[src/rtl/nhe_pkg.sv]
package nhe_pkg;
  localparam int unsigned CHUNK_BYTES = 256;
  localparam int unsigned MAX_CHUNKS  = 2;
  localparam int unsigned BYTE_W      = 8;
  localparam int unsigned BIT_IDX_W   = $clog2(BYTE_W);
  localparam int unsigned BYTE_IDX_W  = $clog2(CHUNK_BYTES);
  localparam int unsigned ECC_W       = BYTE_IDX_W + BIT_IDX_W;
  localparam int unsigned CHUNK_W     = (MAX_CHUNKS > 1) ? $clog2(MAX_CHUNKS) : 1;
  localparam int unsigned CNT_W       = $clog2(CHUNK_BYTES * MAX_CHUNKS) + 1;

  typedef logic [ECC_W-1:0] ecc_word_t;

  typedef struct packed {
    ecc_word_t ones;   // parity over positions with address bit set
    ecc_word_t zeros;  // parity over positions with address bit clear
  } ecc_pair_t;
endpackage

[src/rtl/nhe_byte_contrib.sv]
module nhe_byte_contrib
  import nhe_pkg::*;
(
  input  logic [BYTE_W-1:0]     byte_i,
  input  logic [BYTE_IDX_W-1:0] idx_i,
  output ecc_pair_t             contrib_o
);
  logic [ECC_W-1:0] ones, zeros;
  logic             byte_par;

  assign byte_par = ^byte_i;

  // bit-in-byte address bits: fixed column masks
  for (genvar k = 0; k < BIT_IDX_W; k++) begin : g_col
    logic [BYTE_W-1:0] col_mask;
    for (genvar j = 0; j < BYTE_W; j++) begin : g_bit
      localparam bit SET = ((j >> k) & 1) == 1;
      assign col_mask[j] = SET;
    end
    assign ones[k]  = ^(byte_i & col_mask);
    assign zeros[k] = ^(byte_i & ~col_mask);
  end

  // byte-index address bits: whole-byte parity steered by index
  for (genvar k = 0; k < BYTE_IDX_W; k++) begin : g_row
    assign ones[BIT_IDX_W+k]  = idx_i[k] & byte_par;
    assign zeros[BIT_IDX_W+k] = ~idx_i[k] & byte_par;
  end

  assign contrib_o = '{ones: ones, zeros: zeros};
endmodule

[src/rtl/nhe_byte_seq.sv]
module nhe_byte_seq
  import nhe_pkg::*;
(
  input  logic                  clk_i,
  input  logic                  rst_ni,
  input  logic                  clr_i,
  input  logic                  vld_i,
  input  logic                  page512_i,
  output logic                  accept_o,
  output logic                  last_o,
  output logic [CHUNK_W-1:0]    chunk_o,
  output logic [BYTE_IDX_W-1:0] idx_o
);
  localparam logic [CNT_W-1:0] LIM_SMALL = CNT_W'(CHUNK_BYTES);
  localparam logic [CNT_W-1:0] LIM_FULL  = CNT_W'(CHUNK_BYTES * MAX_CHUNKS);

  logic [CNT_W-1:0] cnt_q;
  logic [CNT_W-1:0] limit;

  assign limit    = page512_i ? LIM_FULL : LIM_SMALL;
  assign accept_o = vld_i && !clr_i && (cnt_q < limit);
  assign idx_o    = cnt_q[BYTE_IDX_W-1:0];
  assign chunk_o  = cnt_q[BYTE_IDX_W +: CHUNK_W];
  assign last_o   = accept_o && (idx_o == {BYTE_IDX_W{1'b1}});

  always_ff @(posedge clk_i or negedge rst_ni) begin
    if (!rst_ni)       cnt_q <= '0;
    else if (clr_i)    cnt_q <= '0;
    else if (accept_o) cnt_q <= cnt_q + 1'b1;
  end
endmodule

[src/rtl/nhe_chunk_acc.sv]
module nhe_chunk_acc
  import nhe_pkg::*;
(
  input  logic      clk_i,
  input  logic      rst_ni,
  input  logic      clr_i,
  input  logic      upd_i,
  input  logic      wrap_i,
  input  ecc_pair_t contrib_i,
  output ecc_pair_t sum_o
);
  ecc_pair_t acc_q;

  assign sum_o = acc_q ^ contrib_i;

  always_ff @(posedge clk_i or negedge rst_ni) begin
    if (!rst_ni)     acc_q <= '0;
    else if (clr_i)  acc_q <= '0;
    else if (upd_i)  acc_q <= wrap_i ? '0 : sum_o;
  end
endmodule

[src/rtl/nand_hamming_ecc.sv]
module nand_hamming_ecc
  import nhe_pkg::*;
(
  input  logic              clk_i,
  input  logic              rst_ni,
  input  logic              clr_i,
  input  logic              page512_i,
  input  logic              byte_vld_i,
  input  logic [BYTE_W-1:0] byte_i,
  output logic [ECC_W-1:0]  ecc0_o,
  output logic [ECC_W-1:0]  ecc1_o,
  output logic [ECC_W-1:0]  ecc2_o,
  output logic [ECC_W-1:0]  ecc3_o,
  output logic              chunk_done_o
);
  logic                  accept, last;
  logic [CHUNK_W-1:0]    chunk;
  logic [BYTE_IDX_W-1:0] idx;
  ecc_pair_t             contrib, sum;
  ecc_pair_t             bank_q [MAX_CHUNKS];
  logic                  done_q;

  nhe_byte_seq u_seq (
    .clk_i     (clk_i),
    .rst_ni    (rst_ni),
    .clr_i     (clr_i),
    .vld_i     (byte_vld_i),
    .page512_i (page512_i),
    .accept_o  (accept),
    .last_o    (last),
    .chunk_o   (chunk),
    .idx_o     (idx)
  );

  nhe_byte_contrib u_contrib (
    .byte_i    (byte_i),
    .idx_i     (idx),
    .contrib_o (contrib)
  );

  nhe_chunk_acc u_acc (
    .clk_i     (clk_i),
    .rst_ni    (rst_ni),
    .clr_i     (clr_i),
    .upd_i     (accept),
    .wrap_i    (last),
    .contrib_i (contrib),
    .sum_o     (sum)
  );

  for (genvar c = 0; c < MAX_CHUNKS; c++) begin : g_bank
    always_ff @(posedge clk_i or negedge rst_ni) begin
      if (!rst_ni)                                bank_q[c] <= '0;
      else if (clr_i)                             bank_q[c] <= '0;
      else if (last && (chunk == CHUNK_W'(c)))    bank_q[c] <= sum;
    end
  end

  always_ff @(posedge clk_i or negedge rst_ni) begin
    if (!rst_ni) done_q <= 1'b0;
    else         done_q <= last;
  end

  assign ecc0_o       = bank_q[0].ones;
  assign ecc1_o       = bank_q[0].zeros;
  assign ecc2_o       = bank_q[MAX_CHUNKS-1].ones;
  assign ecc3_o       = bank_q[MAX_CHUNKS-1].zeros;
  assign chunk_done_o = done_q;
endmodule

[config.mk]
export PLATFORM = sky130hd
export DESIGN_NAME = nand_hamming_ecc
export DESIGN_NICKNAME = d
export VERILOG_FILES = /design/src/rtl/nhe_pkg.sv /design/src/rtl/nhe_byte_contrib.sv /design/src/rtl/nhe_byte_seq.sv /design/src/rtl/nhe_chunk_acc.sv /design/src/rtl/nand_hamming_ecc.sv
export SDC_FILE = /design/constraint.sdc
export NUM_CORES = 1
export LEC_CHECK = 0
export CAP_MARGIN = 0
export CORE_MARGIN = 3
export CORE_UTILIZATION = 63
export DETAILED_ROUTE_END_ITERATION = 10
export DONT_BUFFER_PORTS = 1
export MAX_ROUTING_LAYER = met4
export PLACE_DENSITY = 0.79
export SYNTH_ARGS = -nofsm -noshare
export SYNTH_HDL_FRONTEND = slang
export SYNTH_SLANG_ARGS = --single-unit
[constraint.sdc]
create_clock -name clk_i -period 2.3 [get_ports clk_i]
set_input_delay 0.345 -clock clk_i [delete_from_list [all_inputs] [get_ports clk_i]]
set_output_delay 0.345 -clock clk_i [all_outputs]
set_load 0.05 [all_outputs]
=== Word level (Yosys, flattened, before mapping) ===
Index checks and enable logic that the tools add are counted.

* Register bits after elaboration: 77
* Input port bits: 13
* Output and inout port bits: 45

* Add/subtract/negate cells: 1
* Reduce and logical (&&, ||, !) cells: 16
* Mux-type cells: 10
* Bitwise logic cells: 26
* Equal/unequal tests: 1
* $lt $le $gt $ge: 1

{| class="wikitable"
|+ Operator list
! operator !! count
|-
| 2-to-1 mux 22 bit || 7
|-
| XOR reduction 8 bit || 7
|-
| 2-to-1 mux 10 bit || 3
|-
| XOR 22 bit || 1
|-
| bitwise AND 1 bit || 16
|-
| adder 10 x 1 -> 10 bit (second input constant) || 1
|-
| < comparator 10 bit || 1
|-
| inverter 1 bit || 9
|-
| equality test 8 bit (second input constant) || 1
|-
| nonzero test 2 bit || 3
|-
| logical AND 1 bit || 5
|-
| zero test 1 bit || 1
|}

=== Longest topological paths before layout ===
* Depth after elaboration: 7
* Mapped depth: 9
* Depth with buffers taken out: 7

=== By module ===
A second synthesis with hierarchy kept.

* Cell total of the unflattened synthesis: 411
* Area total of the unflattened synthesis: 4625.7 um^2

{| class="wikitable"
|+ By module, submodules not included
! module !! times used !! area each (um^2) !! cells each
|-
| nand_hamming_ecc || 1 || 2082.0 || 171
|-
| nhe_chunk_acc || 1 || 1656.6 || 143
|-
| nhe_byte_seq || 1 || 633.1 || 64
|-
| nhe_byte_contrib || 1 || 254.0 || 33
|}

=== Worst setup path after synthesis ===
OpenSTA, ideal clock, no wires.

* Path kind: in2reg
* Start point: input page512_i
* End point: register bank_q (netlist bit ecc0_o[0])
* Cell stages on the path: 7
* Buffers on the path: 0
* Setup slack: 316 ps
* Arrival time: 1859 ps
* Required time: 2175 ps
* Cell sequence: inv_1 -> ha_1 -> nor3b_4 -> nand3_1 -> or3_1 -> nand2_1 -> mux2_2

* Cells in the longest elaborated chain, start to end: 6

{| class="wikitable"
|+ Ends and longest elaborated chain
! element !! line !! text
|-
| from (decl) || nand_hamming_ecc.sv:7 || <nowiki>input logic page512_i,</nowiki>
|-
| 2-to-1 mux 10 bit || nhe_byte_seq.sv:20 || <nowiki>assign limit = page512_i ? LIM_FULL : LIM_SMALL;</nowiki>
|-
| < comparator 10 bit || nhe_byte_seq.sv:21 || <nowiki>assign accept_o = vld_i && !clr_i && (cnt_q < limit);</nowiki>
|-
| logical AND 1 bit || nhe_byte_seq.sv:21 ||
|-
| logical AND 1 bit || nhe_byte_seq.sv:24 || <nowiki>assign last_o = accept_o && (idx_o == {BYTE_IDX_W{1'b1}});</nowiki>
|-
| logical AND 1 bit || nand_hamming_ecc.sv:55 || <nowiki>else if (last && (chunk == CHUNK_W'(c))) bank_q[c] <= sum;</nowiki>
|-
| nonzero test 2 bit (no line) || -- ||
|-
| to (signal, indexed assignment) || nand_hamming_ecc.sv:55 ||
|-
| to (decl) || nand_hamming_ecc.sv:20 || <nowiki>ecc_pair_t bank_q [MAX_CHUNKS];</nowiki>
|}

No other way between the ends.
A chain may end at the register's enable or synchronous reset.

=== Worst setup path after layout ===
* Start point: register u_seq.cnt_q[9]
* End point: register bank_q (netlist bit ecc0_o[9])

* Cells in the longest elaborated chain, start to end: 5

{| class="wikitable"
|+ Ends and longest elaborated chain
! element !! line !! text
|-
| from (decl) || nhe_byte_seq.sv:17 || <nowiki>logic [CNT_W-1:0] cnt_q;</nowiki>
|-
| from (signal assigned) || nhe_byte_seq.sv:29 || <nowiki>else if (accept_o) cnt_q <= cnt_q + 1'b1;</nowiki>
|-
| < comparator 10 bit || nhe_byte_seq.sv:21 ||
|-
| logical AND 1 bit || nhe_byte_seq.sv:21 ||
|-
| logical AND 1 bit || nhe_byte_seq.sv:24 ||
|-
| logical AND 1 bit || nand_hamming_ecc.sv:55 ||
|-
| nonzero test 2 bit (no line) || -- ||
|}

No other way between the ends.

==> impl_metrics.toml <==
[grt]
grt_overflow = 0
grt_max_degree = 78
grt_pass1_vias = 3005
gr-usage-all-layers = 0.275
antenna_found_initial = 0
grt_pass1_wl_mm = 15.1

[logic_synthesis]
synth.distinct_cells = 40
synth_most_common_cell = "dfrtp_1"
synth.area.top_cells = "dfrtp_1 (50%), nand2_1 (4.9%), xnor2_1 (3.6%)"
syn_inst = 392
synth_top_cell_area_share = 0.498
synth_flop_cell = "dfrtp_1"
synth_area_per_cell_um2 = 9.87
synthArstFlopShare = 1.00
synth_largest_area_cell = "dfrtp_1"
yosys_warnings = 0
ys_seq_area_frac = 0.498
synth_commonest_cells = "dfrtp_1 (77), nand2_1 (50), o21ai_0 (23)"
synth_edf_count = 0
netlist_area_mm2 = 0.00387
synth_seq_cells = 77
syn_nets = 407

[worst_hold_path]
hold_class = "primary input to register"
worstHoldStart = "clr_i"

[die]
start_util = 0.678
die_x_um = 84.4
core_area_mm2 = 0.00571
die_area_mm2 = 0.00712
io_pins = 58
fp.dieH_um = 84.4
rows = 27

[placement]
place_congestion = 0.820
io_buffers = 0
pre_cts_slack_ns = 0.0548
hpwl_mm = 5.91

[detailed_routing]
antenna_left = 0
wirelength_mm = 8.84
drc_errors = 0
viasPerCell = 6.48
vias = 3041
wl_per_cell_um = 18.8
first_iter_violations = 283
first_pass_iters = 4

[critical_path]
crit_fanout = 18
startpoint = "u_seq.cnt_q[9]"
arrival_ns = 2.42
r2r_start = "u_seq.cnt_q[9]"
startpoint_type = "register"
end_kind = "register"
worst-setup-path-type = "register to register"
required_ns = 2.60

[clock_network]
clk_latency_ns = 0.36
clock_sinks = 77
htree_levels = 3
numCtsBuffers = 9
root_buffer = "clkbuf_8"
tritoncts = "done"
post_cts_buffers = 0
clk_pin_slew_ns = 0.09
ctsLongestPathBuffers = 2

[final_layout]
multiInputGateArea_mm2 = 0.00177
final_util = 0.741
diodes = 0
seqCellArea_mm2 = 0.00193
nNetsFinal = 408
fill_cells = 398
drive_above_1_share = 0.134
syn2layout_area_growth_pct = 9.31

[flow_run]
max-cap-violations = 0

[timing]
setup_tns_ns = 0
maxSlewViolCount = 0
max_freq_mhz = 472
setup_violations = 0
hold_viol = 0
period_needed_ns = 2.12
maxSlewHeadroom = 0.647
min_period_over_period = 0.921
setup_slack_ns = 0.182
holdWs_ns = 0.0584
finalClockSkew_ns = 0.0165
rsz0062_at_grt = "no"
worst_slew_pin_slew_ns = 0.530

[power]
peakVddDrop_mv = 0.597
p_per_area_mw_per_mm2 = 813
leakage_uw = 0.00185

[outcome]
outcome = "complete, no violations"
registers in the layout, summed over array words and instances (netlist names):
| name | count |
|---|---|
| chunk_done_o | 1 |
| u_seq.cnt_q | 10 |
| u_acc.acc_q | 22 |
| ecc0_o | 11 |
| ecc2_o | 11 |
| ecc1_o | 11 |
| ecc3_o | 11 |
worst paths after layout:
| check | to | slack, ns | depth (start not counted) |
|---|---|---|---|
| min in group asynchronous | ecc1_o[5] | 0.54 | 2 |
| min reg2reg | u_acc.acc_q[7] | 0.49 | 1 |
| max reg2reg | ecc0_o[9] | 0.18 | 7 |
| max | ecc0_o[9] | 0.18 | 7 |
| min | ecc1_o[10] | 0.06 | 1 |
| max in group asynchronous | u_acc.acc_q[3] | 1.46 | 2 |
through the flow:
step / power [uW] / cells / area (um2)
final: 3440 / 469 / 4230
after global routing: 3590 / 469 / 4230
after CTS: 3450 / 469 / 4230
after detailed placement: 2330 / 452 / 3980
after global placement: 2320 / 452 / 3980
after floorplan: 2220 / 392 / 3870
worst max-delay path, cell delays in order (launching register included):
cell and delay (ns):
dfrtp_1 0.40, ha_1 0.23, nor3b_4 0.25, nand3_1 0.14
or3_1 0.40, buf_4 0.23, or3_1 0.35, nand3_1 0.07
layer usage:
| layer | wire (um) | GRT usage |
|---|---|---|
| met1 | 3870 | 0.368 |
| met2 | 4080 | 0.396 |
| met3 | 632 | 0.0805 |
| met4 | 253 | 0.108 |
| met5 | 0 | - |
cells in the final DEF, fill, tap and decap left out, types with 2 or more instances in the layout:
master | synthesis | routed
bufinv_16 | 0 | 2
or3_1 | 9 | 9
nand2_1 | 50 | 49
mux2i_1 | 13 | 13
mux2_2 | 12 | 12
nor3b_1 | 4 | 4
inv_1 | 11 | 11
clkbuf_8 | 0 | 9
a21oi_1 | 7 | 7
o31ai_1 | 12 | 12
clkbuf_1 | 22 | 2
and3_1 | 4 | 4
o311ai_0 | 10 | 10
nand3_1 | 17 | 17
dfrtp_1 | 77 | 77
o21ai_0 | 23 | 23
xnor2_1 | 16 | 15
nor3_1 | 7 | 7
nor2_1 | 16 | 16
nand2b_1 | 2 | 2
xor2_1 | 8 | 8
nor4b_1 | 4 | 4
and4_1 | 2 | 2
buf_4 | 0 | 21
nor4_1 | 6 | 6
o211ai_1 | 11 | 11
a22o_1 | 6 | 6
a311oi_1 | 4 | 4
ha_1 | 2 | 2
nand4_1 | 15 | 15
power breakdown:
part	switching [uW]	internal [uW]	leakage [uW]
Clock	485	606	0.000103
Sequential	341	1470	0.00105
Combinational	308	228	0.000692
cell type report:
cell class / instances / share of cell area
Clock buffer: 11 / 0.0311
Inverter: 12 / 0.0107
Multi-Input combinational cell: 270 / 0.418
Clock inverter: 4 / 0.0175
Sequential cell: 77 / 0.456
Tap cell: 72 / 0.0213
Timing Repair Buffer: 23 / 0.0462
logic make-up (layout without fill, tap and decap cells):
group | count (synthesis) | in the layout | share of synthesized area
AND/OR/NAND/NOR | 141 | 141 | 0.186
AO/OA/AOI/OAI | 78 | 78 | 0.138
flip-flops | 77 | 77 | 0.498
buffers and inverters | 45 | 50 | 0.0482
multiplexers | 25 | 25 | 0.0686
XOR/XNOR | 24 | 24 | 0.0543
adder cells (fa/ha/maj) | 2 | 2 | 0.00647
timing repair:
item / in CTS / in global routing
endpoints found under the hold margin: 77 / 0
hold buffers: 2 / 0
setup endpoints to repair: 0 / 20
resized for setup: 0 / 2
Power figures use the tool's default switching activity.
